--- src/rtl/i2c_regif_pkg.sv ---
package i2c_regif_pkg;

  typedef enum logic [2:0] {
    BUS_IDLE,
    BUS_RX,
    BUS_RXACK,
    BUS_TX,
    BUS_TXACK,
    BUS_IGNORE
  } bus_state_t;

  typedef enum logic [2:0] {
    TGT_NONE,
    TGT_ROW,
    TGT_CFG0,
    TGT_CFG1,
    TGT_CFG2
  } reg_tgt_t;

  localparam logic [2:0] FN_REC  = 3'b100;
  localparam logic [2:0] FN_PLAY = 3'b101;
  localparam logic [2:0] FN_CUE  = 3'b111;

  localparam logic [7:0] CMD_PWR_UP  = 8'h80;
  localparam logic [7:0] CMD_PWR_DN  = 8'h00;
  localparam logic [7:0] CMD_DIG_ON  = 8'hC0;
  localparam logic [7:0] CMD_DIG_OFF = 8'h40;

  function automatic reg_tgt_t sel_to_tgt(input logic [2:0] sel);
    case (sel)
      3'b001:  return TGT_ROW;
      3'b010:  return TGT_CFG0;
      3'b011:  return TGT_CFG1;
      3'b100:  return TGT_CFG2;
      default: return TGT_NONE;
    endcase
  endfunction

endpackage

--- src/rtl/i2c_line_sync.sv ---
module i2c_line_sync #(
  parameter int STAGES = 2
) (
  input  logic clk,
  input  logic rst,
  input  logic scl_in,
  input  logic sda_in,
  output logic sda_s,
  output logic scl_rise,
  output logic scl_fall,
  output logic start_p,
  output logic stop_p
);
  logic [STAGES-1:0] scl_pipe, sda_pipe;
  logic scl_d, sda_d, scl_s;

  always_ff @(posedge clk) begin
    if (rst) begin
      scl_pipe <= '1;
      sda_pipe <= '1;
      scl_d    <= 1'b1;
      sda_d    <= 1'b1;
    end else begin
      scl_pipe <= {scl_pipe[STAGES-2:0], scl_in};
      sda_pipe <= {sda_pipe[STAGES-2:0], sda_in};
      scl_d    <= scl_pipe[STAGES-1];
      sda_d    <= sda_pipe[STAGES-1];
    end
  end

  assign scl_s    = scl_pipe[STAGES-1];
  assign sda_s    = sda_pipe[STAGES-1];
  assign scl_rise = scl_s & ~scl_d;
  assign scl_fall = ~scl_s & scl_d;
  assign start_p  = scl_s & scl_d & sda_d & ~sda_s;
  assign stop_p   = scl_s & scl_d & ~sda_d & sda_s;
endmodule

--- src/rtl/i2c_byte_engine.sv ---
module i2c_byte_engine
  import i2c_regif_pkg::*;
#(
  parameter int          STRAP_W = 2,
  parameter logic [4:0]  ADDR_HI = 5'b10000
) (
  input  logic               clk,
  input  logic               rst,
  input  logic               scl_rise,
  input  logic               scl_fall,
  input  logic               sda_s,
  input  logic               start_p,
  input  logic               stop_p,
  input  logic [STRAP_W-1:0] strap,
  input  logic [7:0]         status_i,
  output logic               sda_oe,
  output logic               rx_valid,
  output logic [7:0]         rx_byte
);
  localparam int ADDR_W = $bits(ADDR_HI) + STRAP_W;

  bus_state_t state;
  logic [3:0] cnt;
  logic [7:0] sr, tx;
  logic       is_addr, rw;

  always_ff @(posedge clk) begin
    rx_valid <= 1'b0;
    if (rst) begin
      state   <= BUS_IDLE;
      cnt     <= '0;
      sr      <= '0;
      tx      <= '0;
      is_addr <= 1'b0;
      rw      <= 1'b0;
      sda_oe  <= 1'b0;
      rx_byte <= '0;
    end else if (stop_p) begin
      state  <= BUS_IDLE;
      sda_oe <= 1'b0;
    end else if (start_p) begin
      state   <= BUS_RX;
      is_addr <= 1'b1;
      cnt     <= '0;
      sda_oe  <= 1'b0;
    end else begin
      case (state)
        BUS_RX: begin
          if (scl_rise) begin
            sr  <= {sr[6:0], sda_s};
            cnt <= cnt + 4'd1;
          end else if (scl_fall && cnt == 4'd8) begin
            cnt <= '0;
            if (is_addr) begin
              if (sr[7:8-ADDR_W] == {ADDR_HI, strap}) begin
                sda_oe <= 1'b1;
                rw     <= sr[0];
                state  <= BUS_RXACK;
              end else begin
                state <= BUS_IGNORE;
              end
            end else begin
              rx_valid <= 1'b1;
              rx_byte  <= sr;
              sda_oe   <= 1'b1;
              state    <= BUS_RXACK;
            end
          end
        end
        BUS_RXACK: begin
          if (scl_fall) begin
            is_addr <= 1'b0;
            if (is_addr && rw) begin
              tx     <= status_i;
              sda_oe <= ~status_i[7];
              state  <= BUS_TX;
            end else begin
              sda_oe <= 1'b0;
              state  <= BUS_RX;
            end
          end
        end
        BUS_TX: begin
          if (scl_fall) begin
            if (cnt == 4'd7) begin
              cnt    <= '0;
              sda_oe <= 1'b0;
              state  <= BUS_TXACK;
            end else begin
              cnt    <= cnt + 4'd1;
              tx     <= {tx[6:0], 1'b0};
              sda_oe <= ~tx[6];
            end
          end
        end
        BUS_TXACK: begin
          if (scl_rise && sda_s) begin
            state <= BUS_IGNORE;
          end else if (scl_fall) begin
            tx     <= status_i;
            sda_oe <= ~status_i[7];
            state  <= BUS_TX;
          end
        end
        default: ;
      endcase
    end
  end
endmodule

--- src/rtl/cmd_decode.sv ---
module cmd_decode
  import i2c_regif_pkg::*;
#(
  parameter int DATA_W = 16
) (
  input  logic              clk,
  input  logic              rst,
  input  logic              start_p,
  input  logic              rx_valid,
  input  logic [7:0]        rx_byte,
  output logic [7:0]        cmd_q,
  output logic [DATA_W-1:0] row_addr,
  output logic [DATA_W-1:0] cfg0,
  output logic [DATA_W-1:0] cfg1,
  output logic [DATA_W-1:0] cfg2,
  output logic              wr_stb,
  output logic              pwr_up_stb,
  output logic              pwr_dn_stb,
  output logic              play_stb,
  output logic              rec_stb,
  output logic              cue_stb,
  output logic              dig_on_stb,
  output logic              dig_off_stb
);
  localparam int NB = DATA_W / 8;
  localparam int CW = $clog2(NB + 2);

  logic [CW-1:0]     idx;
  reg_tgt_t          tgt;
  logic [DATA_W-1:0] acc, word;

  assign word = {acc[DATA_W-9:0], rx_byte};

  always_ff @(posedge clk) begin
    wr_stb      <= 1'b0;
    pwr_up_stb  <= 1'b0;
    pwr_dn_stb  <= 1'b0;
    play_stb    <= 1'b0;
    rec_stb     <= 1'b0;
    cue_stb     <= 1'b0;
    dig_on_stb  <= 1'b0;
    dig_off_stb <= 1'b0;
    if (rst) begin
      idx      <= '0;
      tgt      <= TGT_NONE;
      acc      <= '0;
      cmd_q    <= '0;
      row_addr <= '0;
      cfg0     <= '0;
      cfg1     <= '0;
      cfg2     <= '0;
    end else if (start_p) begin
      idx <= '0;
    end else if (rx_valid) begin
      if (idx == '0) begin
        cmd_q       <= rx_byte;
        tgt         <= sel_to_tgt(rx_byte[2:0]);
        idx         <= CW'(1);
        pwr_up_stb  <= (rx_byte == CMD_PWR_UP);
        pwr_dn_stb  <= (rx_byte == CMD_PWR_DN);
        dig_on_stb  <= (rx_byte == CMD_DIG_ON);
        dig_off_stb <= (rx_byte == CMD_DIG_OFF);
        play_stb    <= (rx_byte[7:6] == 2'b10) && (rx_byte[5:3] == FN_PLAY);
        rec_stb     <= (rx_byte[7:6] == 2'b10) && (rx_byte[5:3] == FN_REC);
        cue_stb     <= (rx_byte[7:6] == 2'b10) && (rx_byte[5:3] == FN_CUE);
      end else if (idx <= CW'(NB) && tgt != TGT_NONE) begin
        acc <= word;
        idx <= idx + CW'(1);
        if (idx == CW'(NB)) begin
          wr_stb <= 1'b1;
          case (tgt)
            TGT_ROW:  row_addr <= word;
            TGT_CFG0: cfg0     <= word;
            TGT_CFG1: cfg1     <= word;
            TGT_CFG2: cfg2     <= word;
            default: ;
          endcase
        end
      end
    end
  end
endmodule

--- src/rtl/i2c_cmd_regif.sv ---
module i2c_cmd_regif #(
  parameter int         DATA_W      = 16,
  parameter int         STRAP_W     = 2,
  parameter logic [4:0] ADDR_HI     = 5'b10000,
  parameter int         SYNC_STAGES = 2,
  parameter int         ROW_ALIGN   = 5
) (
  input  logic               clk,
  input  logic               rst,
  input  logic               scl_in,
  input  logic               sda_in,
  output logic               sda_oe,
  input  logic [STRAP_W-1:0] strap,
  input  logic [7:0]         status_i,
  output logic [7:0]         cmd_q,
  output logic [DATA_W-1:0]  row_addr,
  output logic [DATA_W-1:0]  row_base,
  output logic [DATA_W-1:0]  cfg0,
  output logic [DATA_W-1:0]  cfg1,
  output logic [DATA_W-1:0]  cfg2,
  output logic               wr_stb,
  output logic               pwr_up_stb,
  output logic               pwr_dn_stb,
  output logic               play_stb,
  output logic               rec_stb,
  output logic               cue_stb,
  output logic               dig_on_stb,
  output logic               dig_off_stb
);
  logic sda_s, scl_rise, scl_fall, start_p, stop_p;
  logic rx_valid;
  logic [7:0] rx_byte;

  i2c_line_sync #(.STAGES(SYNC_STAGES)) u_sync (
    .clk(clk), .rst(rst), .scl_in(scl_in), .sda_in(sda_in),
    .sda_s(sda_s), .scl_rise(scl_rise), .scl_fall(scl_fall),
    .start_p(start_p), .stop_p(stop_p)
  );

  i2c_byte_engine #(.STRAP_W(STRAP_W), .ADDR_HI(ADDR_HI)) u_eng (
    .clk(clk), .rst(rst), .scl_rise(scl_rise), .scl_fall(scl_fall),
    .sda_s(sda_s), .start_p(start_p), .stop_p(stop_p), .strap(strap),
    .status_i(status_i), .sda_oe(sda_oe), .rx_valid(rx_valid),
    .rx_byte(rx_byte)
  );

  cmd_decode #(.DATA_W(DATA_W)) u_dec (
    .clk(clk), .rst(rst), .start_p(start_p), .rx_valid(rx_valid),
    .rx_byte(rx_byte), .cmd_q(cmd_q), .row_addr(row_addr), .cfg0(cfg0),
    .cfg1(cfg1), .cfg2(cfg2), .wr_stb(wr_stb), .pwr_up_stb(pwr_up_stb),
    .pwr_dn_stb(pwr_dn_stb), .play_stb(play_stb), .rec_stb(rec_stb),
    .cue_stb(cue_stb), .dig_on_stb(dig_on_stb), .dig_off_stb(dig_off_stb)
  );

  assign row_base = {row_addr[DATA_W-1:ROW_ALIGN], {ROW_ALIGN{1'b0}}};
endmodule

--- config.mk ---
export PLATFORM = sky130hd
export DESIGN_NAME = i2c_cmd_regif
export DESIGN_NICKNAME = d
export VERILOG_FILES = /design/src/rtl/i2c_regif_pkg.sv /design/src/rtl/i2c_line_sync.sv /design/src/rtl/i2c_byte_engine.sv /design/src/rtl/cmd_decode.sv /design/src/rtl/i2c_cmd_regif.sv
export SDC_FILE = /design/constraint.sdc
export NUM_CORES = 1
export LEC_CHECK = 0
export ABC_AREA = 0
export CORE_MARGIN = 2
export CORE_UTILIZATION = 55
export DETAILED_ROUTE_END_ITERATION = 10
export DONT_BUFFER_PORTS = 1
export PLACE_DENSITY = 0.73
export SYNTH_ARGS = -nofsm -noshare
export SYNTH_HDL_FRONTEND = slang
export SYNTH_SLANG_ARGS = --single-unit
--- constraint.sdc ---
create_clock -name clk -period 3.7 [get_ports clk]
set_input_delay 0.925 -clock clk [delete_from_list [all_inputs] [get_ports clk]]
set_output_delay 0.925 -clock clk [all_outputs]
set_load 0.005 [all_outputs]
==> results_dict.tcl <==
set metrics [dict create \
    setup_viol 0 \
    synth_enable_flop_cells 0 \
    pin_count 111 \
    row_count 37 \
    synth-seq-cells 133 \
    r2r_cells 6 \
    fin_nets 596 \
    clock-sinks 133 \
    avgSynthCellArea_um2 9.44 \
    grt_max_degree 144 \
    required_ps 4130 \
    synthTopCellsByArea "dfxtp_1 (47%), mux2i_1 (15%), nor2_1 (4.7%)" \
    cp-end-kind "flip-flop" \
    start_kind "flip-flop" \
    crit_slowest_cell "nand3_2" \
    post_drt_wl_per_cell_um 16.9 \
    place.gp.congestion 0.899 \
    worstPathMaxFanout 16 \
    hold_class "flip-flop to flip-flop" \
    synthArstFlopShare_pct 0 \
    powerDensity_nw_per_um2 488 \
    initial_core_util_pct 55.9 \
    wl_um 12300 \
    finalInstanceArea_um2 6170 \
    rrSetupSlack_ps 1500 \
    critical_path_arrival_ps 2630 \
    synth_top_area_share_pct 46.5 \
    finalMaxSlewViolations 0 \
    hp-start "u_sync.sda_pipe[0]$_SDFF_PP1_" \
    grt_pass1_vias 3846 \
    outcome "finished, final reports clean" \
    cts_buffers 17 \
    crit_type "flip-flop to flip-flop" \
    rsz0062_at_grt "no" \
    slowest_delay_ps 480 \
    cts_hold_buf 0 \
    design.die.area_um2 11200 \
    cap_violations 0 \
    vias_per_cell 5.69 \
    grt_pass1_wl_um 20000 \
    fmax_mhz 455 \
    cp_num_buf_inv 1 \
    post_cts_resized 0 \
    worst_pin_slew_ps 756 \
    cts_setup_buffers 0 \
    mostFrequentLayoutCells "dfxtp_1 (133), mux2i_1 (83), nor2_1 (72), nand2_1 (47), nand2b_1 (39)" \
    syn_area_um2 5720 \
    clkLatencyLatePin_ps 520 \
    htreeDepth 4 \
    critPathTopFamily "simple AND/OR/NAND/NOR gates" \
    syn_inst 606 \
    hpwl_um 8090 \
    power.leakage_nw 2.32 \
    grt_antenna_before_repair 0 \
    area_delta_synth_final_pct 7.87 \
    synthFlopType "dfxtp_1" \
    final_common_cell "dfxtp_1" \
    period_minus_slack_ps 2200 \
    hold_end "u_sync.sda_pipe[1]$_SDFF_PP1_" \
    r2r-start "u_dec.idx[0]$_SDFFE_PP0P_" \
    grt_use_total_pct 22.7 \
    chipHeight_um 106 \
    yosysTopAreaCell "dfxtp_1" \
    rr_endpoint "u_dec.cfg1[8]$_SDFFE_PP0P_" \
    drc 0 \
    dieWidth_um 106 \
    fin_tns_setup_ps 0 \
    drt_iter0_drc 247 \
    slew-limit-headroom_pct 49.3 \
    cts_tree "yes" \
    numPortBuffers 0 \
    ys_seq_area_share_pct 46.5 \
    root_buffer "clkbuf_8" \
    ys_types 55 \
    cts.clk_slew.worst_paths_ps 60 \
    placedInstanceArea_um2 5630 \
    timing.critical_path.cells "inv_1, ha_1, nand4bb_1, nor3_1, nand3_2, mux2i_1" \
    drtPass1Iterations 4 \
    period_share_pct 59.4 \
    grt_overflow 0 \
    ant_nets 0 \
    drive_gt1_share_pct 9.83 \
    vias 4132 \
    n_antenna_cell 0 \
    min_delay_path_depth 1 \
    core_area_um2 10200 \
    skew_ps 7.16 \
    ys_warn_count 0 \
    cts_max_path_buffers 2 \
    irDropWorstVdd_mv 0.329 \
    hold_violations 0 \
]
==> state kept, by name (all words and copies together) (netlist names), 2 cells and up <==
name and count:
u_dec.tgt 3, u_dec.cfg1 16, u_dec.cmd_q 8, u_dec.cfg2 16, u_sync.sda_pipe 2, u_dec.idx 2, u_eng.sr 8, u_dec.row_addr 16
u_sync.scl_pipe 2, u_eng.rx_byte 8, u_eng.cnt 4, u_eng.tx 7, u_dec.cfg0 16, u_dec.acc 8, u_eng.state 3
==> final cells by class <==
type	count	area [um2]
Sequential cell	133	2660
Multi-Input combinational cell	410	2720
Fill cell	857	4060
Clock buffer	20	435
Tap cell	136	170
Inverter	9	33.8
Clock inverter	12	106
Timing Repair Buffer	6	45.0
==> synth_stat cells, types with 4 or more instances <==
master,count
o21ai_0,5
or3_1,4
nor4_1,5
dfxtp_1,133
nand3_1,15
buf_4,18
and3b_1,4
buf_6,4
nand3b_1,7
clkbuf_1,24
inv_1,9
nand4_1,4
nand2b_1,39
nor3_1,9
o31ai_1,4
mux2i_1,83
buf_2,10
mux2_2,6
ha_1,5
nor2b_1,11
a21oi_1,35
or2_2,6
nand2_1,47
nor2_1,72
==> cell families (layout without fill, tap and decap cells) <==
| family | Yosys count | count (layout) | synth area share (%) |
|---|---|---|---|
| XOR/XNOR | 4 | 4 | 0.613 |
| AND/OR/NAND/NOR | 243 | 243 | 22.7 |
| flip-flops | 133 | 133 | 46.5 |
| other | 1 | 5 | 0.0656 |
| buffers and inverters | 67 | 47 | 6.32 |
| adder cells (fa/ha/maj) | 5 | 5 | 1.09 |
| AO/OA/AOI/OAI | 64 | 64 | 6.93 |
| multiplexers | 89 | 89 | 15.7 |
==> metal layers <==
layer  global-route usage [%]  vias to the layer above  routed length [um]  share of wire, %
met3                     9.32                       10                 951               7.8
met1                     28.6                     2002                5490                45
met2                     35.5                      126                5710                47
li1                         -                     1994                   -                 -
met5                        0                        -                   0                 0
met4                     6.95                        0                 121              0.99
==> where the power goes <==
part	internal, mW	switching (mW)	total (mW)
Combinational	0.0197	0.0203	0.0400
Clock	0.907	0.618	1.53
Sequential	1.44	0.00719	1.44
==> worst max path at each step <==
stage	slack, ps	startpoint	to	cells past startpoint
final	1500	u_dec.idx[0]$_SDFFE_PP0P_	u_dec.cfg1[8]$_SDFFE_PP0P_	6
after global routing	1280	u_dec.idx[0]$_SDFFE_PP0P_	u_dec.cfg1[8]$_SDFFE_PP0P_	6
after CTS	1500	u_dec.idx[0]$_SDFFE_PP0P_	u_dec.cfg1[8]$_SDFFE_PP0P_	6
after detailed placement	1530	u_dec.idx[0]$_SDFFE_PP0P_	u_dec.cfg1[12]$_SDFFE_PP0P_	6
after global placement	1630	u_dec.idx[0]$_SDFFE_PP0P_	u_dec.cfg1[2]$_SDFFE_PP0P_	6
after floorplan	1650	u_dec.idx[0]$_SDFFE_PP0P_	u_dec.cfg0[10]$_SDFFE_PP0P_	7
==> through the flow <==
| step | util, % | hold WS, ps | power [mW] | instances | setup slack, ps |
|---|---|---|---|---|---|
| after floorplan | - | 389 | 1.53 | 610 | 1650 |
| after global placement | 55.0 | 397 | 1.51 | 694 | 1630 |
| after detailed placement | 55.0 | 395 | 1.51 | 694 | 1530 |
| after CTS | 60.3 | 410 | 3.04 | 726 | 1500 |
| after global routing | 60.3 | 418 | 3.10 | 726 | 1280 |
| final | 60.3 | 411 | 3.01 | 726 | 1500 |
Power figures use the tool's default switching activity.
